--- src/rtl/smc_pkg.sv ---
package smc_pkg;

   typedef enum logic [1:0] {
      ST_IDLE = 2'd0,
      ST_TURN = 2'd1,
      ST_ACC  = 2'd2
   } smc_state_e;

endpackage

--- src/rtl/smc_cfg_mux.sv ---
module smc_cfg_mux #(
   parameter int NBANK  = 8,
   parameter int TW     = 4,
   parameter int BANK_W = 3
) (
   input  logic [NBANK*TW-1:0] cfg_oe_dly,
   input  logic [NBANK*TW-1:0] cfg_we_dly,
   input  logic [NBANK*TW-1:0] cfg_rd_len,
   input  logic [NBANK*TW-1:0] cfg_wr_len,
   input  logic [NBANK*TW-1:0] cfg_turn,
   input  logic [NBANK-1:0]    cfg_bls_strobe,
   input  logic [BANK_W-1:0]   sel,
   output logic [TW-1:0]       oe_dly_o,
   output logic [TW-1:0]       we_dly_o,
   output logic [TW-1:0]       rd_len_o,
   output logic [TW-1:0]       wr_len_o,
   output logic [TW-1:0]       turn_o,
   output logic                bls_strobe_o
);

   localparam logic [TW-1:0] T_ONE = TW'(1);

   logic [TW-1:0] oe_a   [NBANK];
   logic [TW-1:0] we_a   [NBANK];
   logic [TW-1:0] rd_a   [NBANK];
   logic [TW-1:0] wr_a   [NBANK];
   logic [TW-1:0] turn_a [NBANK];

   for (genvar g = 0; g < NBANK; g++) begin : g_unpack
      assign oe_a[g]   = cfg_oe_dly[g*TW +: TW];
      assign we_a[g]   = cfg_we_dly[g*TW +: TW];
      assign rd_a[g]   = cfg_rd_len[g*TW +: TW];
      assign wr_a[g]   = cfg_wr_len[g*TW +: TW];
      assign turn_a[g] = cfg_turn[g*TW +: TW];
   end

   logic [TW-1:0] rd_raw, wr_raw;

   assign oe_dly_o     = oe_a[sel];
   assign we_dly_o     = we_a[sel];
   assign turn_o       = turn_a[sel];
   assign bls_strobe_o = cfg_bls_strobe[sel];
   assign rd_raw       = rd_a[sel];
   assign wr_raw       = wr_a[sel];

   // A zero length would leave no cycle to sample in; run it as one cycle.
   assign rd_len_o = (rd_raw == '0) ? T_ONE : rd_raw;
   assign wr_len_o = (wr_raw == '0) ? T_ONE : wr_raw;

endmodule

--- src/rtl/smc_bank_decode.sv ---
module smc_bank_decode #(
   parameter int NBANK  = 8,
   parameter int BANK_W = 3
) (
   input  logic [BANK_W-1:0] addr_bank,
   output logic [BANK_W-1:0] req_bank,
   input  logic              active,
   input  logic [BANK_W-1:0] cur_bank,
   output logic [NBANK-1:0]  cs_n
);

   assign req_bank = addr_bank;

   for (genvar g = 0; g < NBANK; g++) begin : g_cs
      assign cs_n[g] = !(active && (cur_bank == BANK_W'(g)));
   end

endmodule

--- src/rtl/smc_cycle_fsm.sv ---
module smc_cycle_fsm
   import smc_pkg::*;
#(
   parameter int EXT_ADDR_W = 24,
   parameter int DATA_W     = 32,
   parameter int NBYTE      = 4,
   parameter int BANK_W     = 3,
   parameter int TW         = 4
) (
   input  logic                  clk,
   input  logic                  rst_n,
   input  logic                  req_valid,
   input  logic                  req_write,
   input  logic [EXT_ADDR_W-1:0] req_addr_lo,
   input  logic [DATA_W-1:0]     req_wdata,
   input  logic [NBYTE-1:0]      req_be,
   input  logic [BANK_W-1:0]     req_bank,
   input  logic [TW-1:0]         turn_cnt,
   input  logic [TW-1:0]         rd_len,
   input  logic [TW-1:0]         wr_len,
   output smc_state_e            state,
   output logic [TW-1:0]         cnt,
   output logic [BANK_W-1:0]     cur_bank,
   output logic                  cur_wr,
   output logic [EXT_ADDR_W-1:0] cur_addr,
   output logic [DATA_W-1:0]     cur_wdata,
   output logic [NBYTE-1:0]      cur_be,
   output logic [BANK_W-1:0]     cfg_sel,
   output logic                  last_beat
);

   localparam logic [TW-1:0] T_ONE = TW'(1);

   logic              last_rd;
   logic [BANK_W-1:0] last_bank;
   logic [TW-1:0]     len;
   logic              need_turn;

   // While idle the configuration of the incoming bank is needed to
   // decide on turnaround; afterwards the latched bank is used.
   assign cfg_sel   = (state == ST_IDLE) ? req_bank : cur_bank;
   assign len       = cur_wr ? wr_len : rd_len;
   assign last_beat = (state == ST_ACC) && (cnt == len - T_ONE);
   assign need_turn = req_write && last_rd && (last_bank == req_bank) && (turn_cnt != '0);

   always_ff @(posedge clk or negedge rst_n) begin
      if (!rst_n) begin
         state     <= ST_IDLE;
         cnt       <= '0;
         cur_bank  <= '0;
         cur_wr    <= 1'b0;
         cur_addr  <= '0;
         cur_wdata <= '0;
         cur_be    <= '0;
         last_rd   <= 1'b0;
         last_bank <= '0;
      end else begin
         unique case (state)
            ST_IDLE: begin
               if (req_valid) begin
                  cur_bank  <= req_bank;
                  cur_wr    <= req_write;
                  cur_addr  <= req_addr_lo;
                  cur_wdata <= req_wdata;
                  cur_be    <= req_be;
                  cnt       <= '0;
                  state     <= need_turn ? ST_TURN : ST_ACC;
               end
            end
            ST_TURN: begin
               if (cnt == turn_cnt - T_ONE) begin
                  cnt   <= '0;
                  state <= ST_ACC;
               end else begin
                  cnt <= cnt + T_ONE;
               end
            end
            ST_ACC: begin
               if (last_beat) begin
                  cnt       <= '0;
                  state     <= ST_IDLE;
                  last_rd   <= !cur_wr;
                  last_bank <= cur_bank;
               end else begin
                  cnt <= cnt + T_ONE;
               end
            end
            default: state <= ST_IDLE;
         endcase
      end
   end

endmodule

--- src/rtl/smc_strobe_gen.sv ---
module smc_strobe_gen
   import smc_pkg::*;
#(
   parameter int DATA_W         = 32,
   parameter int NBYTE          = 4,
   parameter int TW             = 4,
   parameter bit LANE_STROBE_EN = 1'b1
) (
   input  smc_state_e        state,
   input  logic [TW-1:0]     cnt,
   input  logic              cur_wr,
   input  logic [NBYTE-1:0]  cur_be,
   input  logic [DATA_W-1:0] cur_wdata,
   input  logic [TW-1:0]     oe_dly,
   input  logic [TW-1:0]     we_dly,
   input  logic              bls_strobe,
   input  logic              last_beat,
   output logic              oe_n,
   output logic              we_n,
   output logic [NBYTE-1:0]  bls_n,
   output logic [DATA_W-1:0] dq_o,
   output logic              dq_oe,
   output logic              ready
);

   logic acc, oe_act, we_act, strobe_mode;

   assign acc    = (state == ST_ACC);
   assign oe_act = acc && !cur_wr && (cnt >= oe_dly);
   assign we_act = acc && cur_wr && (cnt >= we_dly);
   assign oe_n   = !oe_act;
   assign we_n   = !we_act;
   assign dq_oe  = acc && cur_wr;
   assign dq_o   = dq_oe ? cur_wdata : '0;
   assign ready  = last_beat;

   if (LANE_STROBE_EN) begin : g_strobe_mode
      assign strobe_mode = bls_strobe;
   end else begin : g_no_strobe_mode
      assign strobe_mode = 1'b0;
   end

   for (genvar g = 0; g < NBYTE; g++) begin : g_lane
      always_comb begin
         if (!acc) begin
            bls_n[g] = 1'b1;
         end else if (cur_wr) begin
            bls_n[g] = !(cur_be[g] && (strobe_mode ? we_act : 1'b1));
         end else begin
            bls_n[g] = strobe_mode;
         end
      end
   end

endmodule

--- src/rtl/smc_bank_ctrl.sv ---
module smc_bank_ctrl
   import smc_pkg::*;
#(
   parameter int EXT_ADDR_W     = 24,
   parameter int DATA_W         = 32,
   parameter int NBANK          = 8,
   parameter int TW             = 4,
   parameter bit LANE_STROBE_EN = 1'b1
) (
   input  logic                                  clk,
   input  logic                                  rst_n,
   input  logic                                  req_valid,
   input  logic                                  req_write,
   input  logic [EXT_ADDR_W+$clog2(NBANK)-1:0]   req_addr,
   input  logic [DATA_W-1:0]                     req_wdata,
   input  logic [DATA_W/8-1:0]                   req_be,
   output logic                                  req_ready,
   output logic [DATA_W-1:0]                     rsp_rdata,
   input  logic [NBANK*TW-1:0]                   cfg_oe_dly,
   input  logic [NBANK*TW-1:0]                   cfg_we_dly,
   input  logic [NBANK*TW-1:0]                   cfg_rd_len,
   input  logic [NBANK*TW-1:0]                   cfg_wr_len,
   input  logic [NBANK*TW-1:0]                   cfg_turn,
   input  logic [NBANK-1:0]                      cfg_bls_strobe,
   output logic [NBANK-1:0]                      ext_cs_n,
   output logic [EXT_ADDR_W-1:0]                 ext_addr,
   output logic                                  ext_oe_n,
   output logic                                  ext_we_n,
   output logic [DATA_W/8-1:0]                   ext_bls_n,
   output logic [DATA_W-1:0]                     ext_dq_o,
   output logic                                  ext_dq_oe,
   input  logic [DATA_W-1:0]                     ext_dq_i
);

   localparam int BANK_W = $clog2(NBANK);
   localparam int NBYTE  = DATA_W / 8;
   localparam int REQ_AW = EXT_ADDR_W + BANK_W;

   if (DATA_W % 8 != 0 || DATA_W < 8 || DATA_W > 32) begin : g_bad_data_w
      $error("smc_bank_ctrl: DATA_W must be 8, 16, 24 or 32");
   end
   if (EXT_ADDR_W < 1 || EXT_ADDR_W > 24) begin : g_bad_addr_w
      $error("smc_bank_ctrl: EXT_ADDR_W must be 1 to 24");
   end
   if (NBANK < 2 || (1 << BANK_W) != NBANK) begin : g_bad_nbank
      $error("smc_bank_ctrl: NBANK must be a power of two, at least 2");
   end
   if (TW < 2 || TW > 8) begin : g_bad_tw
      $error("smc_bank_ctrl: TW must be 2 to 8");
   end

   smc_state_e            state;
   logic [TW-1:0]         cnt;
   logic [BANK_W-1:0]     req_bank, cur_bank, cfg_sel;
   logic                  cur_wr, last_beat;
   logic [EXT_ADDR_W-1:0] cur_addr;
   logic [DATA_W-1:0]     cur_wdata;
   logic [NBYTE-1:0]      cur_be;
   logic [TW-1:0]         oe_dly, we_dly, rd_len, wr_len, turn_cnt;
   logic                  bls_strobe;

   smc_bank_decode #(.NBANK(NBANK), .BANK_W(BANK_W)) i_decode (
      .addr_bank (req_addr[REQ_AW-1:EXT_ADDR_W]),
      .req_bank  (req_bank),
      .active    (state == ST_ACC),
      .cur_bank  (cur_bank),
      .cs_n      (ext_cs_n)
   );

   smc_cfg_mux #(.NBANK(NBANK), .TW(TW), .BANK_W(BANK_W)) i_cfg (
      .cfg_oe_dly     (cfg_oe_dly),
      .cfg_we_dly     (cfg_we_dly),
      .cfg_rd_len     (cfg_rd_len),
      .cfg_wr_len     (cfg_wr_len),
      .cfg_turn       (cfg_turn),
      .cfg_bls_strobe (cfg_bls_strobe),
      .sel            (cfg_sel),
      .oe_dly_o       (oe_dly),
      .we_dly_o       (we_dly),
      .rd_len_o       (rd_len),
      .wr_len_o       (wr_len),
      .turn_o         (turn_cnt),
      .bls_strobe_o   (bls_strobe)
   );

   smc_cycle_fsm #(
      .EXT_ADDR_W (EXT_ADDR_W),
      .DATA_W     (DATA_W),
      .NBYTE      (NBYTE),
      .BANK_W     (BANK_W),
      .TW         (TW)
   ) i_fsm (
      .clk         (clk),
      .rst_n       (rst_n),
      .req_valid   (req_valid),
      .req_write   (req_write),
      .req_addr_lo (req_addr[EXT_ADDR_W-1:0]),
      .req_wdata   (req_wdata),
      .req_be      (req_be),
      .req_bank    (req_bank),
      .turn_cnt    (turn_cnt),
      .rd_len      (rd_len),
      .wr_len      (wr_len),
      .state       (state),
      .cnt         (cnt),
      .cur_bank    (cur_bank),
      .cur_wr      (cur_wr),
      .cur_addr    (cur_addr),
      .cur_wdata   (cur_wdata),
      .cur_be      (cur_be),
      .cfg_sel     (cfg_sel),
      .last_beat   (last_beat)
   );

   smc_strobe_gen #(
      .DATA_W         (DATA_W),
      .NBYTE          (NBYTE),
      .TW             (TW),
      .LANE_STROBE_EN (LANE_STROBE_EN)
   ) i_strobe (
      .state      (state),
      .cnt        (cnt),
      .cur_wr     (cur_wr),
      .cur_be     (cur_be),
      .cur_wdata  (cur_wdata),
      .oe_dly     (oe_dly),
      .we_dly     (we_dly),
      .bls_strobe (bls_strobe),
      .last_beat  (last_beat),
      .oe_n       (ext_oe_n),
      .we_n       (ext_we_n),
      .bls_n      (ext_bls_n),
      .dq_o       (ext_dq_o),
      .dq_oe      (ext_dq_oe),
      .ready      (req_ready)
   );

   assign ext_addr  = cur_addr;
   // Read data is taken from the pins in the last wait cycle, with ready.
   assign rsp_rdata = (req_ready && !cur_wr) ? ext_dq_i : '0;

endmodule

--- config.mk ---
export PLATFORM = sky130hd
export DESIGN_NAME = smc_bank_ctrl
export DESIGN_NICKNAME = d
export VERILOG_FILES = /design/src/rtl/smc_pkg.sv /design/src/rtl/smc_cfg_mux.sv /design/src/rtl/smc_bank_decode.sv /design/src/rtl/smc_cycle_fsm.sv /design/src/rtl/smc_strobe_gen.sv /design/src/rtl/smc_bank_ctrl.sv
export SDC_FILE = /design/constraint.sdc
export NUM_CORES = 1
export LEC_CHECK = 0
export BUFFER_PORTS_ARGS = -buffer_cell sky130_fd_sc_hd__buf_2
export CAP_MARGIN = 5
export CORE_AREA = 2 2 144 146
export DETAILED_ROUTE_END_ITERATION = 8
export DIE_AREA = 0 0 146 148
export HOLD_SLACK_MARGIN = 0.12
export PLACE_DENSITY = 0.67
export SLEW_MARGIN = 20
export SYNTH_ARGS = -nofsm -noshare
export SYNTH_HDL_FRONTEND = slang
export SYNTH_SLANG_ARGS = --single-unit
--- constraint.sdc ---
create_clock -name clk -period 3.7 [get_ports clk]
set_input_delay 0.185 -clock clk [delete_from_list [all_inputs] [get_ports clk]]
set_output_delay 0.185 -clock clk [all_outputs]
set_load 0.005 [all_outputs]
==> flow_summary.toml, run 1 <==
[outcome]
outcome = "finished with violations"
violations = "setup timing"

[synth]
yosysMostFrequentCell = "dfrtp_1"
synth-simple-area-share = 0.191
syn_nets = 886
netlist.area_leader.share = 0.317
synth_edf_count = 0
yosysSeqAreaShare = 0.317
synth_compound_area_frac = 0.147
synthFlopType = "dfrtp_1"
synth.avg_cell_area_um2 = 9.67
ys_ff_latch = 74
synthMuxAreaShare = 0.245
synth_cells = 604
synthArstFlopShare = 1.00
synth_top_family_by_area = "multiplexers"
synth-xor-area-share = 0.0210
synthesis.area_um2 = 5840
synth_fa_ha_area_frac = 0.0321
synth_common_cells = "dfrtp_1, mux2_2, nor2_1, and2_1"
synth_cell_types = 57
yosysTopAreaCell = "dfrtp_1"
ys.warnings.count = 0
synthTopCellsByArea = "dfrtp_1, mux2_2, mux4_2, nor2_1, and2_1"

[die]
start_util = 0.291
dieArea_um2 = 21600
io_pins = 371
placementRows = 52
die_width_um = 146
die_h_um = 148
fp.coreArea_um2 = 20000

[placement]
routabilityCongestion = 0.835
portBuffers = 370
dpl.hpwl_um = 17700
dp_cells = 1247
place_area_um2 = 8270
place_ws_ps = -706

[finish]
drive_gt1_frac = 0.547
area_growth_syn_to_layout_pct = 65.4
fin_cells = 1345
fillers = 1878
final_cell_area_um2 = 9660
fin_nets = 1349

[worst_setup_path]
cp.required_ps = 3510
arrival_ps = 4150
start_kind = "register"
cp_max_fo = 8
end_kind = "primary output"
critPathKind = "reg2out"
reg2regPathDepth = 19

[timing]
fin_ws_ps = -631
fin_skew_ps = 9.79
setup-violations-final = 49
hold_violations = 0
period_minus_slack_ps = 4330
finalCritPeriodShare = 1.17
tightest_slew_ps = 962
fmax_mhz = 231
rsz0062_at_grt = "yes"
slew_headroom = 0.359
slew_viol_final = 0

[routing]
ant_nets = 0
wl_per_cell_um = 18.1
drc_errors = 0
avgViaCountPerCell = 5.01
num_vias = 6743
finalWirelength_um = 24300
met3_length_um = 1860
drt_first_pass_iters = 4
met1_length_um = 10200
drt-initial-drc-count = 323
wl_met2_um = 11900
maxUsedRoutingLayer = "met4"

[grt]
grt_first_pass_wirelength_um = 36000
grt_max_degree = 75
grt_use_total = 0.209
grt-ovfl-total = 0
antenna_found_initial = 3
grt_pass1_vias = 6630

[clock_tree]
cts_buffers = 9
clk_latency_ps = 330
cts_tree = "yes"
cts_htree_levels = 3
clk_transition_reported_paths_ps = 70
clockBufferDepth = 2
clock-root-buffer = "clkbuf_16"
cts_sinks = 74

[power_and_ir_drop]
peakVddDrop_mv = 0.385
p_leak_nw = 4.81
total_power_mw = 8.14
cellPowerDensity_nw_per_um2 = 843

[job]
drv_cap = 0

[worst_hold_path]
hold_class = "in2reg"
holdPathStages = 2
[worst max-delay path, stage by stage, from the launching register on]
cell and delay (ps):
dfrtp_1 390, inv_2 90, ha_4 160, buf_6 100, mux2i_4 320, mux4_2 550
mux2_4 280, a311oi_2 270, a31oi_2 70, inv_1 120, ha_4 140, xnor2_2 60
xnor2_1 210, and4b_2 290, a21oi_4 80, nor3_4 170, buf_12 150, clkbuf_16 140
and2_4 140, buf_6 90
[final cells by class]
type / count / area (um^2) / area share
well taps: 270 / 338 / 0.0350
clock inverters: 6 / 88.8 / 0.00920
clock buffers: 10 / 229 / 0.0237
inverters: 11 / 41.3 / 0.00427
multi-input cells: 471 / 3930 / 0.406
repair buffers: 500 / 3180 / 0.329
flip-flops and latches: 74 / 1850 / 0.192
diodes: 3 / 7.51 / 0.000777
[metal layers]
metal / vias to the layer above / global-route usage
met5: - / 0
met4: 0 / 0.0578
met3: 29 / 0.0509
met2: 312 / 0.349
met1: 3266 / 0.271
li1: 3136 / -
[where the power goes]
group	internal, mW	switching [mW]	leakage [nW]	total (mW)
combinational	3.00	2.73	3.78	5.73
sequential	1.21	0.254	0.881	1.46
clock	0.592	0.354	0.149	0.946
total	4.80	3.34	4.81	8.14
[sequential cells by signal, summed over array words and instances, names as in the netlist]
signal           flops
i_fsm.cnt            4
i_fsm.cur_addr      24
i_fsm.cur_bank       3
i_fsm.cur_be         4
i_fsm.cur_wdata     32
i_fsm.cur_wr         1
i_fsm.last_bank      3
i_fsm.last_rd        1
i_fsm.state          2
[metrics by stage]
step | TNS (ps) | utilization | hold slack (ps)
finish | -24460 | 0.482 | 170
global route | -33250 | 0.482 | 149
CTS | -25620 | 0.467 | 154
detailed placement | -29390 | 0.412 | 403
global placement | -21690 | 0.412 | 401
floorplan | 0 | - | -111
[cell usage in the layout, fill, tap and decap left out, types with 13 or more instances in the layout]
cell type      count
buf_4             55
ha_1              13
buf_2            359
nand2_1           22
o221ai_1          14
nor2_1            61
dlygate4sd3_1     62
o21ai_0           25
mux4_2            22
and3_1            33
dfrtp_1           74
buf_6             16
and2_1            25
mux2_2            68
nand2b_1          33
[timing repair]
| action | in CTS | in global routing |
|---|---|---|
| pin swaps | 5 | 24 |
| hold endpoints to repair | 135 | 0 |
| endpoints found under the setup margin | 49 | 49 |
| gates cloned | 1 | 2 |
| resized for setup | 14 | 46 |
| hold buffers | 62 | 0 |
| setup buffers | 7 | 8 |
[logic make-up after synthesis]
| family | count (synthesis) |
|---|---|
| xor gates and xnor gates | 14 |
| buffers and inverters | 60 |
| AOI/OAI and AO/OA | 122 |
| muxes | 106 |
| adders and majority gates | 15 |
| and+or+nand+nor | 213 |
| DFF | 74 |
[path summary, 6_finish.rpt]
| kind | start | to | slack [ps] |
|---|---|---|---|
| max in group asynchronous | rst_n | i_fsm.cnt[3] | 2510 |
| worst min-delay path | req_addr[26] | i_fsm.cur_bank[2] | 170 |
| min in group asynchronous | rst_n | i_fsm.cur_wdata[11] | 560 |
| worst max-delay path | i_fsm.state[0] | rsp_rdata[22] | -630 |
| worst min register to register | i_fsm.cur_addr[7] | i_fsm.cur_addr[7] | 500 |
| worst max register to register | i_fsm.state[0] | i_fsm.last_bank[1] | -290 |
Power figures use the tool's default switching activity.
==> run 2, diff against run 1 <==
Settings changed: CORE_AREA 2 2 144 146 to 2 2 145 147, DIE_AREA 0 0 146 148 to 0 0 147 149, PLACE_DENSITY 0.67 to 0.64, SYNTH_HIERARCHICAL set to 1.
==> flow_summary.toml, run 2 <==
[outcome]
outcome = "finished with violations"
violations = "setup timing"

[routing]
num_vias = 5318
drc_errors = 0
wl_per_cell_um = 17.0
avgViaCountPerCell = 4.60
ant_nets = 0
finalWirelength_um = 19700
drt_first_pass_iters = 4
drt-initial-drc-count = 185

[timing]
fin_ws_ps = -490
fmax_mhz = 239
slew_headroom = 0.366
period_minus_slack_ps = 4190
fin_skew_ps = 4.18
hold_violations = 0
setup-violations-final = 44
slew_viol_final = 0
tightest_slew_ps = 950
finalCritPeriodShare = 1.13
rsz0062_at_grt = "yes"
worst_hold_slack_ps = 158

[synth]
yosysSeqAreaShare = 0.336
synth_edf_count = 0
synth_cells = 428
synthesis.area_um2 = 5510
synthArstFlopShare = 1.00
synthFlopType = "dfrtp_1"
synth.avg_cell_area_um2 = 12.9
syn_nets = 711
synthTopCellsByArea = "dfrtp_1, mux2_2, mux4_2, and3b_2, and2_1"
yosysMostFrequentCell = "mux2_2"
netlist.area_leader.share = 0.336
ys.warnings.count = 6
yosysTopAreaCell = "dfrtp_1"
synth_common_cells = "mux2_2, dfrtp_1, mux4_2, and2_1, and3b_2"
synth_cell_types = 44
ys_ff_latch = 74

[die]
start_util = 0.268
io_pins = 371
dieArea_um2 = 21900
placementRows = 53
die_width_um = 147
fp.coreArea_um2 = 20600
die_h_um = 149

[power_and_ir_drop]
p_leak_nw = 4.49
peakVddDrop_mv = 0.391
total_power_mw = 7.19
cellPowerDensity_nw_per_um2 = 791

[worst_setup_path]
cp_max_fo = 10
start_kind = "register"
end_kind = "primary output"
worstPathCellList = "inv_2, ha_4, mux2_4, buf_12, mux4_2, mux2_4, o31ai_4, mux2i_4, ha_2, xor2_2, xnor2_2, nor4_4, buf_6, buf_12, and3b_2, buf_6"
cp_slowest_stage_delay_ps = 410
critPathKind = "reg2out"
reg2regPathDepth = 15
arrival_ps = 4010
crit_slowest_cell = "mux4_2"
cp.required_ps = 3510

[grt]
antenna_found_initial = 1
grt_first_pass_wirelength_um = 29500
grt_use_total = 0.171
grt-ovfl-total = 0
grt_max_degree = 75
grt_pass1_vias = 5722

[placement]
portBuffers = 370
place_area_um2 = 7790
place_ws_ps = -117
dpl.hpwl_um = 14700
routabilityCongestion = 0.830

[worst_hold_path]
holdPathStages = 2
hold_class = "in2reg"

[finish]
diodes = 0
drive_gt1_frac = 0.690
largestRegisters = "i_fsm/cur_wdata (32), i_fsm/cur_addr (24)"
fin_nets = 1161
area_growth_syn_to_layout_pct = 65.1
final_cell_area_um2 = 9090
largest_reg_flops = 32
layout_common_cells = "buf_2, mux2_2, dfrtp_1, dlygate4sd3_1, mux4_2"
largest-register = "i_fsm/cur_wdata"
final_common_cell = "buf_2"

[job]
drv_cap = 0

[clock_tree]
clockBufferDepth = 2
clock-root-buffer = "clkbuf_16"
cts_sinks = 74
clk_latency_ps = 330
clk_transition_reported_paths_ps = 60
cts_buffers = 9
cts_htree_levels = 3
cts_tree = "yes"
run 2: cell types whose count changed in the layout (fill, tap and decap cells not counted), sizes merged, moves of 14 or more:
cell / delta
and3: -33
mux4: +20
mux2: +16
o221ai: -14
and3b: +32
nor2: -56
buf: -31
o21ai: -24
nand2b: -32
run 2: per-layer routing:
layer / routed length, um / GRT usage / up-vias
li1: - / - / 2495
met4: 295 / 0.0500 / 2
met5: 12 / 0 / -
met3: 1310 / 0.0391 / 23
met2: 10400 / 0.322 / 216
met1: 7640 / 0.193 / 2582
run 2: what timing repair did:
action,CTS,global route
cloned,4,2
pin swaps,4,8
hold buffers,63,0
setup endpoints to repair,42,49
endpoints found under the hold margin,136,0
resized for setup,33,22
setup buffers,4,4
run 2: final timing paths:
| path | from | endpoint | slack (ps) |
|---|---|---|---|
| max in group asynchronous | rst_n | i_fsm/cnt[1] | 2550 |
| hold / removal | req_addr[24] | i_fsm/cur_bank[0] | 160 |
| min in group asynchronous | rst_n | i_fsm/cur_addr[4] | 540 |
| setup reg to reg | i_fsm/state[1] | i_fsm/last_bank[1] | -200 |
| setup / recovery | i_fsm/state[1] | rsp_rdata[16] | -490 |
| hold reg to reg | i_fsm/cur_wdata[16] | i_fsm/cur_wdata[16] | 490 |
run 2: layout make-up:
class                           count  area (um^2)
Clock buffer                       13          250
Clock inverter                      2         13.8
Fill cell                        1945        11500
Inverter                           15         56.3
Multi-Input combinational cell    306         3560
Sequential cell                    74         1850
Tap cell                          275          344
Timing Repair Buffer              472         3020
run 2: kinds of logic (layout without fill, tap and decap cells):
family / after synthesis / after routing / share of synthesized area
adder cells (fa/ha/maj): 16 / 16 / 0.0363
XOR/XNOR: 15 / 15 / 0.0238
buffers and inverters: 49 / 502 / 0.0502
AND/OR/NAND/NOR: 115 / 115 / 0.155
multiplexers: 140 / 141 / 0.375
AO/OA/AOI/OAI: 19 / 19 / 0.0238
flip-flops: 74 / 74 / 0.336
run 2: worst max-delay path: cells and delay by family (launching register included):
family,cells,cell delay (ps)
mux,4,1180
xor+xnor,2,360
buf+inv,5,620
fa+ha+maj,2,380
simple gates,2,520
compound gates,1,210
flops,1,390
run 2: per-stage QoR:
stage | cells | TNS (ps) | utilization
after floorplan | 428 | -6700 | -
after global placement | 1067 | -1300 | 0.379
after detailed placement | 1067 | -3420 | 0.379
after CTS | 1153 | -16320 | 0.437
after global routing | 1157 | -23010 | 0.442
final | 1157 | -16040 | 0.442
run 2: where the power goes:
group / leakage, nW / internal, mW / switching [mW] / total, mW
clock: 0.130 / 0.469 / 0.328 / 0.798
sequential: 0.879 / 1.21 / 0.222 / 1.43
combinational: 3.49 / 2.83 / 2.13 / 4.96
